`config.mk`:
```
export PLATFORM = sky130hd
export DESIGN_NAME = mesi_line_ctrl
export DESIGN_NICKNAME = d
export VERILOG_FILES = /design/src/rtl/mesi_pkg.sv /design/src/rtl/mesi_line_store.sv /design/src/rtl/mesi_snoop_unit.sv /design/src/rtl/mesi_req_fsm.sv /design/src/rtl/mesi_line_ctrl.sv
export SDC_FILE = /design/constraint.sdc
export NUM_CORES = 1
export LEC_CHECK = 0
export ABC_AREA = 1
export BUFFER_PORTS_ARGS = -buffer_cell sky130_fd_sc_hd__buf_4
export CAP_MARGIN = 30
export CORE_ASPECT_RATIO = 0.7
export CORE_MARGIN = 2
export CORE_UTILIZATION = 25
export CTS_CLUSTER_SIZE = 28
export DETAILED_ROUTE_END_ITERATION = 6
export GPL_TIMING_DRIVEN = 0
export PLACE_DENSITY = 0.47
export SLEW_MARGIN = 20
export SYNTH_ARGS = -nofsm -noshare
export SYNTH_HDL_FRONTEND = slang
export SYNTH_HIERARCHICAL = 1
export SYNTH_SLANG_ARGS = --single-unit
```
`constraint.sdc`:
```
create_clock -name clk -period 4.6 [get_ports clk]
set_input_delay 0.23 -clock clk [delete_from_list [all_inputs] [get_ports clk]]
set_output_delay 0.23 -clock clk [all_outputs]
set_load 0.02 [all_outputs]
```
`src/rtl/mesi_pkg.sv`:
```
package mesi_pkg;

    typedef enum logic [1:0] {
        ST_I = 2'd0,
        ST_S = 2'd1,
        ST_E = 2'd2,
        ST_M = 2'd3
    } line_st_e;

    typedef enum logic [1:0] {
        BOP_RD  = 2'd0,
        BOP_RDX = 2'd1,
        BOP_WB  = 2'd2,
        BOP_NIL = 2'd3
    } bus_op_e;

    typedef enum logic [1:0] {
        SOP_RD  = 2'd0,
        SOP_RDX = 2'd1,
        SOP_WR  = 2'd2,
        SOP_NOP = 2'd3
    } snp_op_e;

    typedef enum logic [1:0] {
        F_IDLE = 2'd0,
        F_WB   = 2'd1,
        F_REQ  = 2'd2
    } fsm_e;

    typedef struct packed {
        logic     hit;
        logic     intervene;
        logic     writeback;
        line_st_e nxt;
    } snp_act_t;

    // Valid bit of the state encoding: everything except Invalid.
    function automatic logic st_valid(line_st_e s);
        return s != ST_I;
    endfunction

    // Dirty bit: only Modified holds data newer than memory.
    function automatic logic st_dirty(line_st_e s);
        return s == ST_M;
    endfunction

    // Reaction of one line to one observed bus transaction.
    function automatic snp_act_t snoop_rule(line_st_e cur, logic match, snp_op_e op);
        snp_act_t a;
        a.hit       = match;
        a.intervene = 1'b0;
        a.writeback = 1'b0;
        a.nxt       = cur;
        if (match) begin
            case (op)
                SOP_RD: begin
                    if (st_dirty(cur)) begin
                        a.nxt       = ST_S;
                        a.intervene = 1'b1;
                        a.writeback = 1'b1;
                    end else if (cur == ST_E) begin
                        a.nxt = ST_S;
                    end
                end
                SOP_RDX: begin
                    a.nxt       = ST_I;
                    a.intervene = st_dirty(cur);
                    a.writeback = st_dirty(cur);
                end
                SOP_WR: begin
                    a.nxt       = ST_I;
                    a.writeback = st_dirty(cur);
                end
                default: a.hit = 1'b0;
            endcase
        end
        return a;
    endfunction

endpackage

```
`src/rtl/mesi_line_store.sv`:
```
module mesi_line_store
    import mesi_pkg::*;
#(
    parameter int IDX_W = 4,
    parameter int TAG_W = 12
) (
    input  logic             clk,
    input  logic             rst,
    input  logic [IDX_W-1:0] a_idx,
    output line_st_e         a_st,
    output logic [TAG_W-1:0] a_tag,
    input  logic [IDX_W-1:0] b_idx,
    output line_st_e         b_st,
    output logic [TAG_W-1:0] b_tag,
    input  logic             s_we,
    input  logic [IDX_W-1:0] s_idx,
    input  line_st_e         s_st,
    input  logic             c_we,
    input  logic [IDX_W-1:0] c_idx,
    input  logic [TAG_W-1:0] c_tag,
    input  line_st_e         c_st
);
    localparam int LINES = 1 << IDX_W;

    line_st_e         st_q  [LINES];
    logic [TAG_W-1:0] tag_q [LINES];

    // The processor-side write already includes any same-cycle snoop effect,
    // so it takes priority over the snoop write at the same index.
    always_ff @(posedge clk) begin
        for (int i = 0; i < LINES; i++) begin
            if (rst) begin
                st_q[i]  <= ST_I;
                tag_q[i] <= '0;
            end else if (c_we && c_idx == IDX_W'(i)) begin
                st_q[i]  <= c_st;
                tag_q[i] <= c_tag;
            end else if (s_we && s_idx == IDX_W'(i)) begin
                st_q[i] <= s_st;
            end
        end
    end

    assign a_st  = st_q[a_idx];
    assign a_tag = tag_q[a_idx];
    assign b_st  = st_q[b_idx];
    assign b_tag = tag_q[b_idx];

endmodule

```
`src/rtl/mesi_snoop_unit.sv`:
```
module mesi_snoop_unit
    import mesi_pkg::*;
#(
    parameter int TAG_W = 12
) (
    input  logic             snp_valid,
    input  snp_op_e          snp_op,
    input  logic [TAG_W-1:0] snp_tag,
    input  line_st_e         line_st,
    input  logic [TAG_W-1:0] line_tag,
    output snp_act_t         act
);
    logic match;

    always_comb begin
        match = snp_valid && st_valid(line_st) && (line_tag == snp_tag);
        act   = snoop_rule(line_st, match, snp_op);
    end

endmodule

```
`src/rtl/mesi_req_fsm.sv`:
```
module mesi_req_fsm
    import mesi_pkg::*;
#(
    parameter int IDX_W = 4,
    parameter int TAG_W = 12
) (
    input  logic             clk,
    input  logic             rst,
    input  logic             cpu_valid,
    input  logic             cpu_write,
    input  logic [TAG_W-1:0] cpu_tag,
    input  logic [IDX_W-1:0] cpu_idx,
    output logic [IDX_W-1:0] look_idx,
    input  line_st_e         eff_st,
    input  logic [TAG_W-1:0] eff_tag,
    input  logic             bus_gnt,
    input  logic             bus_shared,
    output logic             cpu_ready,
    output logic             cpu_done,
    output line_st_e         done_st,
    output logic             bus_valid,
    output bus_op_e          bus_op,
    output logic [TAG_W-1:0] bus_tag,
    output logic [IDX_W-1:0] bus_idx,
    output logic             c_we,
    output logic [IDX_W-1:0] c_idx,
    output logic [TAG_W-1:0] c_tag,
    output line_st_e         c_st
);
    fsm_e             fsm_q, fsm_d;
    logic             pw_q, pw_d;
    logic [TAG_W-1:0] pt_q, pt_d;
    logic [IDX_W-1:0] pi_q, pi_d;
    logic [TAG_W-1:0] vt_q, vt_d;
    logic             done_d;
    logic             hit;
    logic             victim_live;

    always_comb begin
        look_idx    = (fsm_q == F_IDLE) ? cpu_idx : pi_q;
        fsm_d       = fsm_q;
        pw_d        = pw_q;
        pt_d        = pt_q;
        pi_d        = pi_q;
        vt_d        = vt_q;
        done_d      = 1'b0;
        c_we        = 1'b0;
        c_idx       = look_idx;
        c_tag       = eff_tag;
        c_st        = eff_st;
        bus_valid   = 1'b0;
        bus_op      = BOP_RD;
        bus_tag     = pt_q;
        bus_idx     = pi_q;
        hit         = st_valid(eff_st) && (eff_tag == cpu_tag);
        victim_live = st_dirty(eff_st) && (eff_tag == vt_q);
        case (fsm_q)
            F_IDLE: begin
                if (cpu_valid) begin
                    pw_d = cpu_write;
                    pt_d = cpu_tag;
                    pi_d = cpu_idx;
                    if (hit && (!cpu_write || eff_st == ST_E || eff_st == ST_M)) begin
                        c_we   = 1'b1;
                        c_tag  = cpu_tag;
                        c_st   = cpu_write ? ST_M : eff_st;
                        done_d = 1'b1;
                    end else if (hit) begin
                        fsm_d = F_REQ;
                    end else if (st_dirty(eff_st)) begin
                        vt_d  = eff_tag;
                        fsm_d = F_WB;
                    end else begin
                        fsm_d = F_REQ;
                    end
                end
            end
            F_WB: begin
                bus_valid = victim_live;
                bus_op    = BOP_WB;
                bus_tag   = vt_q;
                if (!victim_live) begin
                    fsm_d = F_REQ;
                end else if (bus_gnt) begin
                    c_we  = 1'b1;
                    c_tag = vt_q;
                    c_st  = ST_I;
                    fsm_d = F_REQ;
                end
            end
            F_REQ: begin
                bus_valid = 1'b1;
                bus_op    = pw_q ? BOP_RDX : BOP_RD;
                if (bus_gnt) begin
                    c_we   = 1'b1;
                    c_tag  = pt_q;
                    c_st   = pw_q ? ST_M : (bus_shared ? ST_S : ST_E);
                    done_d = 1'b1;
                    fsm_d  = F_IDLE;
                end
            end
            default: fsm_d = F_IDLE;
        endcase
    end

    always_ff @(posedge clk) begin
        if (rst) begin
            fsm_q    <= F_IDLE;
            pw_q     <= 1'b0;
            pt_q     <= '0;
            pi_q     <= '0;
            vt_q     <= '0;
            cpu_done <= 1'b0;
            done_st  <= ST_I;
        end else begin
            fsm_q    <= fsm_d;
            pw_q     <= pw_d;
            pt_q     <= pt_d;
            pi_q     <= pi_d;
            vt_q     <= vt_d;
            cpu_done <= done_d;
            if (done_d) done_st <= c_st;
        end
    end

    assign cpu_ready = (fsm_q == F_IDLE);

endmodule

```
`src/rtl/mesi_line_ctrl.sv`:
```
module mesi_line_ctrl
    import mesi_pkg::*;
#(
    parameter int ADDR_W = 16,
    parameter int IDX_W  = 4
) (
    input  logic              clk,
    input  logic              rst,
    input  logic              cpu_valid,
    input  logic              cpu_write,
    input  logic [ADDR_W-1:0] cpu_addr,
    output logic              cpu_ready,
    output logic              cpu_done,
    output logic [1:0]        cpu_state,
    output logic              bus_valid,
    output logic [1:0]        bus_op,
    output logic [ADDR_W-1:0] bus_addr,
    input  logic              bus_gnt,
    input  logic              bus_shared,
    input  logic              snp_valid,
    input  logic [1:0]        snp_op,
    input  logic [ADDR_W-1:0] snp_addr,
    output logic              snp_intervene,
    output logic              snp_writeback
);
    localparam int TAG_W = ADDR_W - IDX_W;

    logic [TAG_W-1:0] cpu_tag, snp_tag, a_tag, b_tag, c_tag, bus_tag;
    logic [IDX_W-1:0] cpu_idx, snp_idx, look_idx, c_idx, bus_idx;
    line_st_e         a_st, b_st, eff_st, c_st, done_st;
    snp_act_t         act;
    logic             c_we;
    bus_op_e          bus_op_w;

    assign cpu_tag = cpu_addr[ADDR_W-1:IDX_W];
    assign cpu_idx = cpu_addr[IDX_W-1:0];
    assign snp_tag = snp_addr[ADDR_W-1:IDX_W];
    assign snp_idx = snp_addr[IDX_W-1:0];

    mesi_line_store #(.IDX_W(IDX_W), .TAG_W(TAG_W)) u_store (
        .clk   (clk),
        .rst   (rst),
        .a_idx (snp_idx),
        .a_st  (a_st),
        .a_tag (a_tag),
        .b_idx (look_idx),
        .b_st  (b_st),
        .b_tag (b_tag),
        .s_we  (act.hit),
        .s_idx (snp_idx),
        .s_st  (act.nxt),
        .c_we  (c_we),
        .c_idx (c_idx),
        .c_tag (c_tag),
        .c_st  (c_st)
    );

    mesi_snoop_unit #(.TAG_W(TAG_W)) u_snoop (
        .snp_valid (snp_valid),
        .snp_op    (snp_op_e'(snp_op)),
        .snp_tag   (snp_tag),
        .line_st   (a_st),
        .line_tag  (a_tag),
        .act       (act)
    );

    // Snoop first: the processor side sees the post-snoop state of its line.
    assign eff_st = (act.hit && snp_idx == look_idx) ? act.nxt : b_st;

    mesi_req_fsm #(.IDX_W(IDX_W), .TAG_W(TAG_W)) u_fsm (
        .clk        (clk),
        .rst        (rst),
        .cpu_valid  (cpu_valid),
        .cpu_write  (cpu_write),
        .cpu_tag    (cpu_tag),
        .cpu_idx    (cpu_idx),
        .look_idx   (look_idx),
        .eff_st     (eff_st),
        .eff_tag    (b_tag),
        .bus_gnt    (bus_gnt),
        .bus_shared (bus_shared),
        .cpu_ready  (cpu_ready),
        .cpu_done   (cpu_done),
        .done_st    (done_st),
        .bus_valid  (bus_valid),
        .bus_op     (bus_op_w),
        .bus_tag    (bus_tag),
        .bus_idx    (bus_idx),
        .c_we       (c_we),
        .c_idx      (c_idx),
        .c_tag      (c_tag),
        .c_st       (c_st)
    );

    assign cpu_state = done_st;
    assign bus_op    = bus_op_w;
    assign bus_addr  = {bus_tag, bus_idx};

    always_ff @(posedge clk) begin
        if (rst) begin
            snp_intervene <= 1'b0;
            snp_writeback <= 1'b0;
        end else begin
            snp_intervene <= act.intervene;
            snp_writeback <= act.writeback;
        end
    end

endmodule

```
==> results of run 1 <==
==> timing repair <==
item	in CTS	in global routing
gates cloned	0	3
gates resized for setup	340	278
pin swaps	18	68
setup buffers	24	46
hold endpoints to repair	13	0
hold buffers	13	0
endpoints found under the setup margin	466	440
==> registers in the layout (all words and copies together), names as in the netlist <==
name            count
u_fsm/vt_q         12
snp_intervene       1
u_fsm/done_st       2
snp_writeback       1
u_store/st_q       32
u_fsm/pw_q          1
u_fsm/cpu_done      1
u_store/tag_q     192
u_fsm/pt_q         12
u_fsm/fsm_q         2
u_fsm/bus_idx       4
==> cell type report <==
| class | count | share of cell area |
|---|---|---|
| Multi-Input combinational cell | 1674 | 0.386 |
| Sequential cell | 260 | 0.330 |
| Inverter | 371 | 0.0628 |
| Clock inverter | 20 | 0.0113 |
| Tap cell | 891 | 0.0493 |
| Clock buffer | 41 | 0.0416 |
| Buffer | 147 | 0.0561 |
| Timing Repair Buffer | 154 | 0.0634 |
==> metal layers <==
layer	share of wire	GRT usage
met1	0.46	0.362
met2	0.37	0.294
met3	0.14	0.0707
met4	0.023	0.0478
met5	0	0
==> cells in the mapped netlist (all sizes together) <==
master  number
a21boi       1
a21oi       54
a22oi       12
buf         82
clkbuf      68
clkinv       1
dfxtp       36
edfxtp     224
ha           7
inv        370
nand2      773
nand3      437
nand3b       3
nand4        8
nor2       283
nor3         6
o211ai       1
o21ai       81
o22ai        2
or2          2
xnor2        4
==> power by group through the flow <==
stage | Clock [mW] | Sequential [mW] | Combinational (mW)
floorplan | 0 | 2.91 | 3.43
global placement | 0 | 2.91 | 6.11
detailed placement | 0 | 2.92 | 6.14
CTS | 2.97 | 2.87 | 6.97
global route | 3.05 | 2.90 | 8.20
finish | 2.93 | 2.87 | 7.88
==> worst max-delay path: stages, from the launching register on <==
cell and delay (ns):
dfxtp_2 0.34, inv_2 0.08, ha_4 0.24, nand2_2 0.09, o21ai_4 0.09, buf_6 0.17, buf_4 0.21, buf_4 0.28
nand2_1 0.09, nand3_1 0.09, nand3_1 0.13, nand3_2 0.13, nand2_4 0.08, buf_4 0.15, xnor2_2 0.29, nand3_1 0.18
nor2_2 0.16, nand4_1 0.21, a21oi_4 0.30, inv_2 0.08, nor3_4 0.23, buf_6 0.19, nand2_8 0.07, nor2_4 0.15
clkinv_4 0.15, clkbuf_16 0.21, nor2_4 0.07
==> cell usage in the layout, fill, tap and decap left out, drive strengths merged <==
cell type,netlist,layout
clkinv,1,16
o211ai,1,1
nor3,6,6
a22oi,12,12
ha,7,7
o21ai,81,81
or2,2,2
nand2,773,773
clkbuf,68,108
bufinv,0,6
buf,82,221
dlygate4sd3,0,13
nand3b,3,3
xnor2,4,4
inv,370,366
a21oi,54,54
a21boi,1,1
nand3,437,437
o22ai,2,2
clkinvlp,0,3
nand4,8,8
nor2,283,283
edfxtp,224,224
dfxtp,36,36
==> kinds of logic after synthesis <==
group           count (synthesis)  synth area share
fa+ha+maj                       7           0.00521
buf+inv                       521             0.122
flops                         260             0.443
simple gates                 1512             0.378
compound gates                151            0.0495
xor+xnor                        4           0.00209
==> final timing paths <==
path | from | endpoint | slack (ns) | depth (start not counted)
max | u_fsm/fsm_q[0] | u_store/tag_q[2][7] | -0.04 | 26
min | cpu_addr[3] | u_fsm/bus_idx[3] | 0.02 | 3
max reg2reg | u_fsm/fsm_q[0] | u_store/tag_q[2][7] | -0.04 | 26
min reg2reg | u_fsm/bus_idx[2] | u_fsm/bus_idx[2] | 0.48 | 2
==> results.json, run 1 <==
{
  "final.setup.tns_ns": -0.332,
  "routed_wirelength_mm": 82.5,
  "dpl_worst_slack_ns": -2.95,
  "hold_slack_ns": 0.0228,
  "ys_top_cells_by_area": "edfxtp_1, nand2_1, nand3_1",
  "firstDrtPassIters": 6,
  "crit_required_ns": 4.99,
  "synth_area_sq_mm": 0.0168,
  "total_power_mw": 13.7,
  "critPathArrivalTime_ns": 5.04,
  "grtUsageTotal": 0.228,
  "clk_path_buf_depth": 3,
  "synth.largest_area_cell": "edfxtp_1",
  "clock_power_share": 0.214,
  "grt_pass1_wl_mm": 115,
  "post-route-min-period_ns": 4.64,
  "rows": 79,
  "yosys_register_bits": 260,
  "power.leakage_nw": 10.2,
  "multi_input_area_sq_mm": 0.00872,
  "status": "finished with violations",
  "yosys.cell_types.count": 34,
  "critPathMaxFanout": 10,
  "drt-initial-drc-count": 2892,
  "combPwrFrac": 0.576,
  "clk_latency_ns": 0.55,
  "areaGrowthSynthToFinish_pct": 34.6,
  "grt_pass1_vias": 16365,
  "core_sq_mm": 0.0664,
  "synth_top_area_share": 0.401,
  "crit_type": "register to register",
  "tightestPinTransition_ns": 1.19,
  "num_vias": 18190,
  "numCtsBuffers": 34,
  "vias_per_cell": 5.11,
  "skew_ns": 0.0263,
  "io_pins": 66,
  "p_seq_frac": 0.210,
  "finalCritPeriodShare": 1.01,
  "final-hold-violation-count": 0,
  "die_w_um": 314,
  "drc_errors": 0,
  "antenna_found_initial": 1,
  "setup_violations": 13,
  "relSlewSlack": 0.206,
  "syn_nets": 2503,
  "violations": "setup timing",
  "place_area_sq_mm": 0.0184,
  "htreeDepth": 2,
  "port_buffers": 65,
  "ir_worst_vdd_v": 0.000266,
  "synth.avg_cell_area_sq_um": 6.84,
  "wl_per_cell_um": 23.2,
  "grt_overflow_total": 0,
  "setup_slack_ns": -0.0436,
  "maxCapViolCount": 0,
  "diodes": 0,
  "hpwl_mm": 60.4,
  "path_clk_slew_ns": 0.06,
  "initial_core_util": 0.253,
  "die-area_sq_mm": 0.0693,
  "p_switching_mw": 6.91,
  "drv_slew": 0,
  "grt_max_degree": 14,
  "fin_cells": 3558,
  "cts_tree": "yes",
  "fmax_ghz": 0.215,
  "placed_cells": 3414,
  "final-seq-area_sq_mm": 0.00745,
  "syn_inst": 2455,
  "fill_cells": 7078,
  "ant_nets": 0,
  "design_area_sq_mm": 0.0226,
  "p_sw_frac": 0.505,
  "fin_util": 0.340,
  "hold_path.class": "input pin to register",
  "cts_root_buf": "clkbuf_16",
  "p_int_mw": 6.77,
  "rsz0062_at_grt": "yes",
  "ys.warnings.count": 6,
  "end_kind": "register",
  "ys_seq_area_frac": 0.443,
  "place_congestion": 1.02,
  "numClockSinks": 260,
  "final_nets": 2690,
  "layout-drive-gt1-share": 0.226,
  "power_density_mw_per_mm2": 605,
  "die_h_um": 221,
  "cp-start-kind": "register"
}
Power figures use the tool's default switching activity.
==> run 2, diff against run 1 <==
CTS_BUF_LIST = sky130_fd_sc_hd__clkbuf_8   (was unset)
==> run 2 against run 1 <==
Effect of this change:
- the flow finishes with violations (DRC)
- sequential share of layout area increased by 0.25 points
- combinational power is essentially flat
- cell area shrank 0.75%
- utilization down 0.26 points
- clock skew grew 0.031 ns
- critical endpoint is now u_store/tag_q[0][2]
- largest cell class unchanged
==> results.json, run 2 (same netlist as run 1, synthesis figures left out) <==
{
  "status": "finished with violations",
  "violations": "DRC",
  "final_nets": 2707,
  "numCtsBuffers": 48,
  "clk_path_buf_depth": 3,
  "p_int_mw": 6.18,
  "num_vias": 18327,
  "core_sq_mm": 0.0664,
  "critPathMaxFanout": 10,
  "clock_power_share": 0.178,
  "tightestPinTransition_ns": 1.08,
  "layout-drive-gt1-share": 0.233,
  "grtUsageTotal": 0.230,
  "r2r_start": "u_fsm/fsm_q[0]",
  "rows": 79,
  "crit_path_end": "u_store/tag_q[0][2]",
  "clk_latency_ns": 0.65,
  "antenna_found_initial": 0,
  "grt_overflow_total": 0,
  "drt-initial-drc-count": 2755,
  "crit_required_ns": 5.06,
  "place_congestion": 1.02,
  "areaGrowthSynthToFinish_pct": 33.6,
  "total_power_mw": 13.1,
  "crit_type": "register to register",
  "reg2reg_setup_slack_ns": 0.11,
  "p_sw_frac": 0.528,
  "drc_errors": 8,
  "ir_worst_vdd_v": 0.000253,
  "p_seq_frac": 0.220,
  "fin_util": 0.338,
  "fmax_ghz": 0.223,
  "skew_ns": 0.0574,
  "finalCritPeriodShare": 0.976,
  "hpwl_mm": 60.4,
  "path_clk_slew_ns": 0.06,
  "critPathArrivalTime_ns": 4.94,
  "design_area_sq_mm": 0.0224,
  "grt_pass1_vias": 16643,
  "end_kind": "register",
  "fill_cells": 7152,
  "final.setup.tns_ns": 0,
  "combPwrFrac": 0.602,
  "crit_path_top_delay_cell": "dfxtp_2",
  "p_switching_mw": 6.91,
  "layout_commonest_cell": "nand2_1",
  "cp-start-kind": "register",
  "drv_slew": 0,
  "ant_nets": 0,
  "maxCapViolCount": 0,
  "numClockSinks": 260,
  "relSlewSlack": 0.278,
  "wl_per_cell_um": 23.2,
  "diodes": 0,
  "largest_register_ffs": 192,
  "cts_tree": "yes",
  "layout_common_cells": "nand2_1, inv_1, nand3_1, nor2_1, edfxtp_1",
  "r2r_cells": 28,
  "cp_common_cell": "nand2_1",
  "r2r_end": "u_store/tag_q[0][2]",
  "post-route-min-period_ns": 4.49,
  "io_pins": 66,
  "reg_top3": "u_store/tag_q (192), u_store/st_q (32)",
  "rsz0062_at_grt": "yes",
  "regMostFlops": "u_store/tag_q",
  "grt_pass1_wl_mm": 116,
  "cts_root_buf": "clkbuf_8",
  "routed_wirelength_mm": 83.2,
  "setup_violations": 0,
  "grt_max_degree": 14,
  "die_w_um": 314,
  "final-hold-violation-count": 0,
  "htreeDepth": 2,
  "die-area_sq_mm": 0.0693,
  "firstDrtPassIters": 7,
  "power.leakage_nw": 10.2,
  "place_area_sq_mm": 0.0184,
  "vias_per_cell": 5.11,
  "die_h_um": 221,
  "cpPeakStageDelay_ns": 0.34,
  "cp-startpoint": "u_fsm/fsm_q[0]",
  "port_buffers": 65,
  "initial_core_util": 0.253,
  "hold_path.class": "input pin to register",
  "power_density_mw_per_mm2": 584
}
[run 2: worst min path at each step]
stage | start | to | slack [ns] | depth (start not counted)
CTS | cpu_valid | u_fsm/fsm_q[0] | 0.006 | 5
finish | cpu_valid | u_fsm/fsm_q[0] | 0.03 | 5
global placement | u_fsm/bus_idx[2] | u_fsm/bus_idx[2] | 0.46 | 2
detailed placement | u_fsm/bus_idx[2] | u_fsm/bus_idx[2] | 0.46 | 2
global route | cpu_valid | u_fsm/vt_q[10] | 0.04 | 4
floorplan | rst | u_fsm/cpu_done | 0.30 | 1
[run 2: per-stage QoR]
step,hold slack (ns),worst slack (ns),instances
detailed placement,0.463,-2.95,3414
floorplan,0.299,0.0274,2455
global placement,0.457,-3.16,3411
global route,0.0361,-0.0975,3590
CTS,0.00591,0.00718,3555
finish,0.0297,0.112,3590
[run 2: power by group through the flow]
stage	sequential, mW	combinational, mW	clock (mW)
finish	2.87	7.89	2.33
global route	2.90	8.19	2.48
CTS	2.87	7.00	2.37
detailed placement	2.92	6.14	0
floorplan	2.91	3.43	0
global placement	2.91	6.11	0
[run 2: critical path: cells and delay by family (launching register included)]
family | cells | cell delay [ns]
flops | 1 | 0.34
compound gates | 2 | 0.38
buf+inv | 9 | 1.36
fa+ha+maj | 1 | 0.24
simple gates | 16 | 1.98
[run 2: timing repair]
action | 4_1_cts | 5_1_grt
endpoints found under the hold margin | 21 | 0
hold buffers | 20 | 0
setup buffers | 33 | 35
resized for setup | 323 | 293
endpoints found under the setup margin | 466 | 447
gates cloned | 1 | 2
pin swaps | 19 | 70
[run 2: area by class of cell]
| class | count | area (sq um) | share of cell area |
|---|---|---|---|
| Tap cell | 891 | 1110 | 0.0497 |
| Timing Repair Buffer | 158 | 1490 | 0.0664 |
| Multi-Input combinational cell | 1675 | 8800 | 0.392 |
| Clock inverter | 39 | 253 | 0.0113 |
| Sequential cell | 260 | 7450 | 0.332 |
| Clock buffer | 51 | 702 | 0.0313 |
| Inverter | 371 | 1420 | 0.0635 |
| Buffer | 145 | 1200 | 0.0534 |
[run 2: routing by layer]
| metal | track usage | part of all wire | vias to the layer above |
|---|---|---|---|
| met5 | 0 | 0 | - |
| met4 | 0.0545 | 0.022 | 0 |
| met3 | 0.0833 | 0.15 | 134 |
| met2 | 0.292 | 0.37 | 1135 |
| met1 | 0.358 | 0.46 | 8846 |
| li1 | - | - | 8212 |
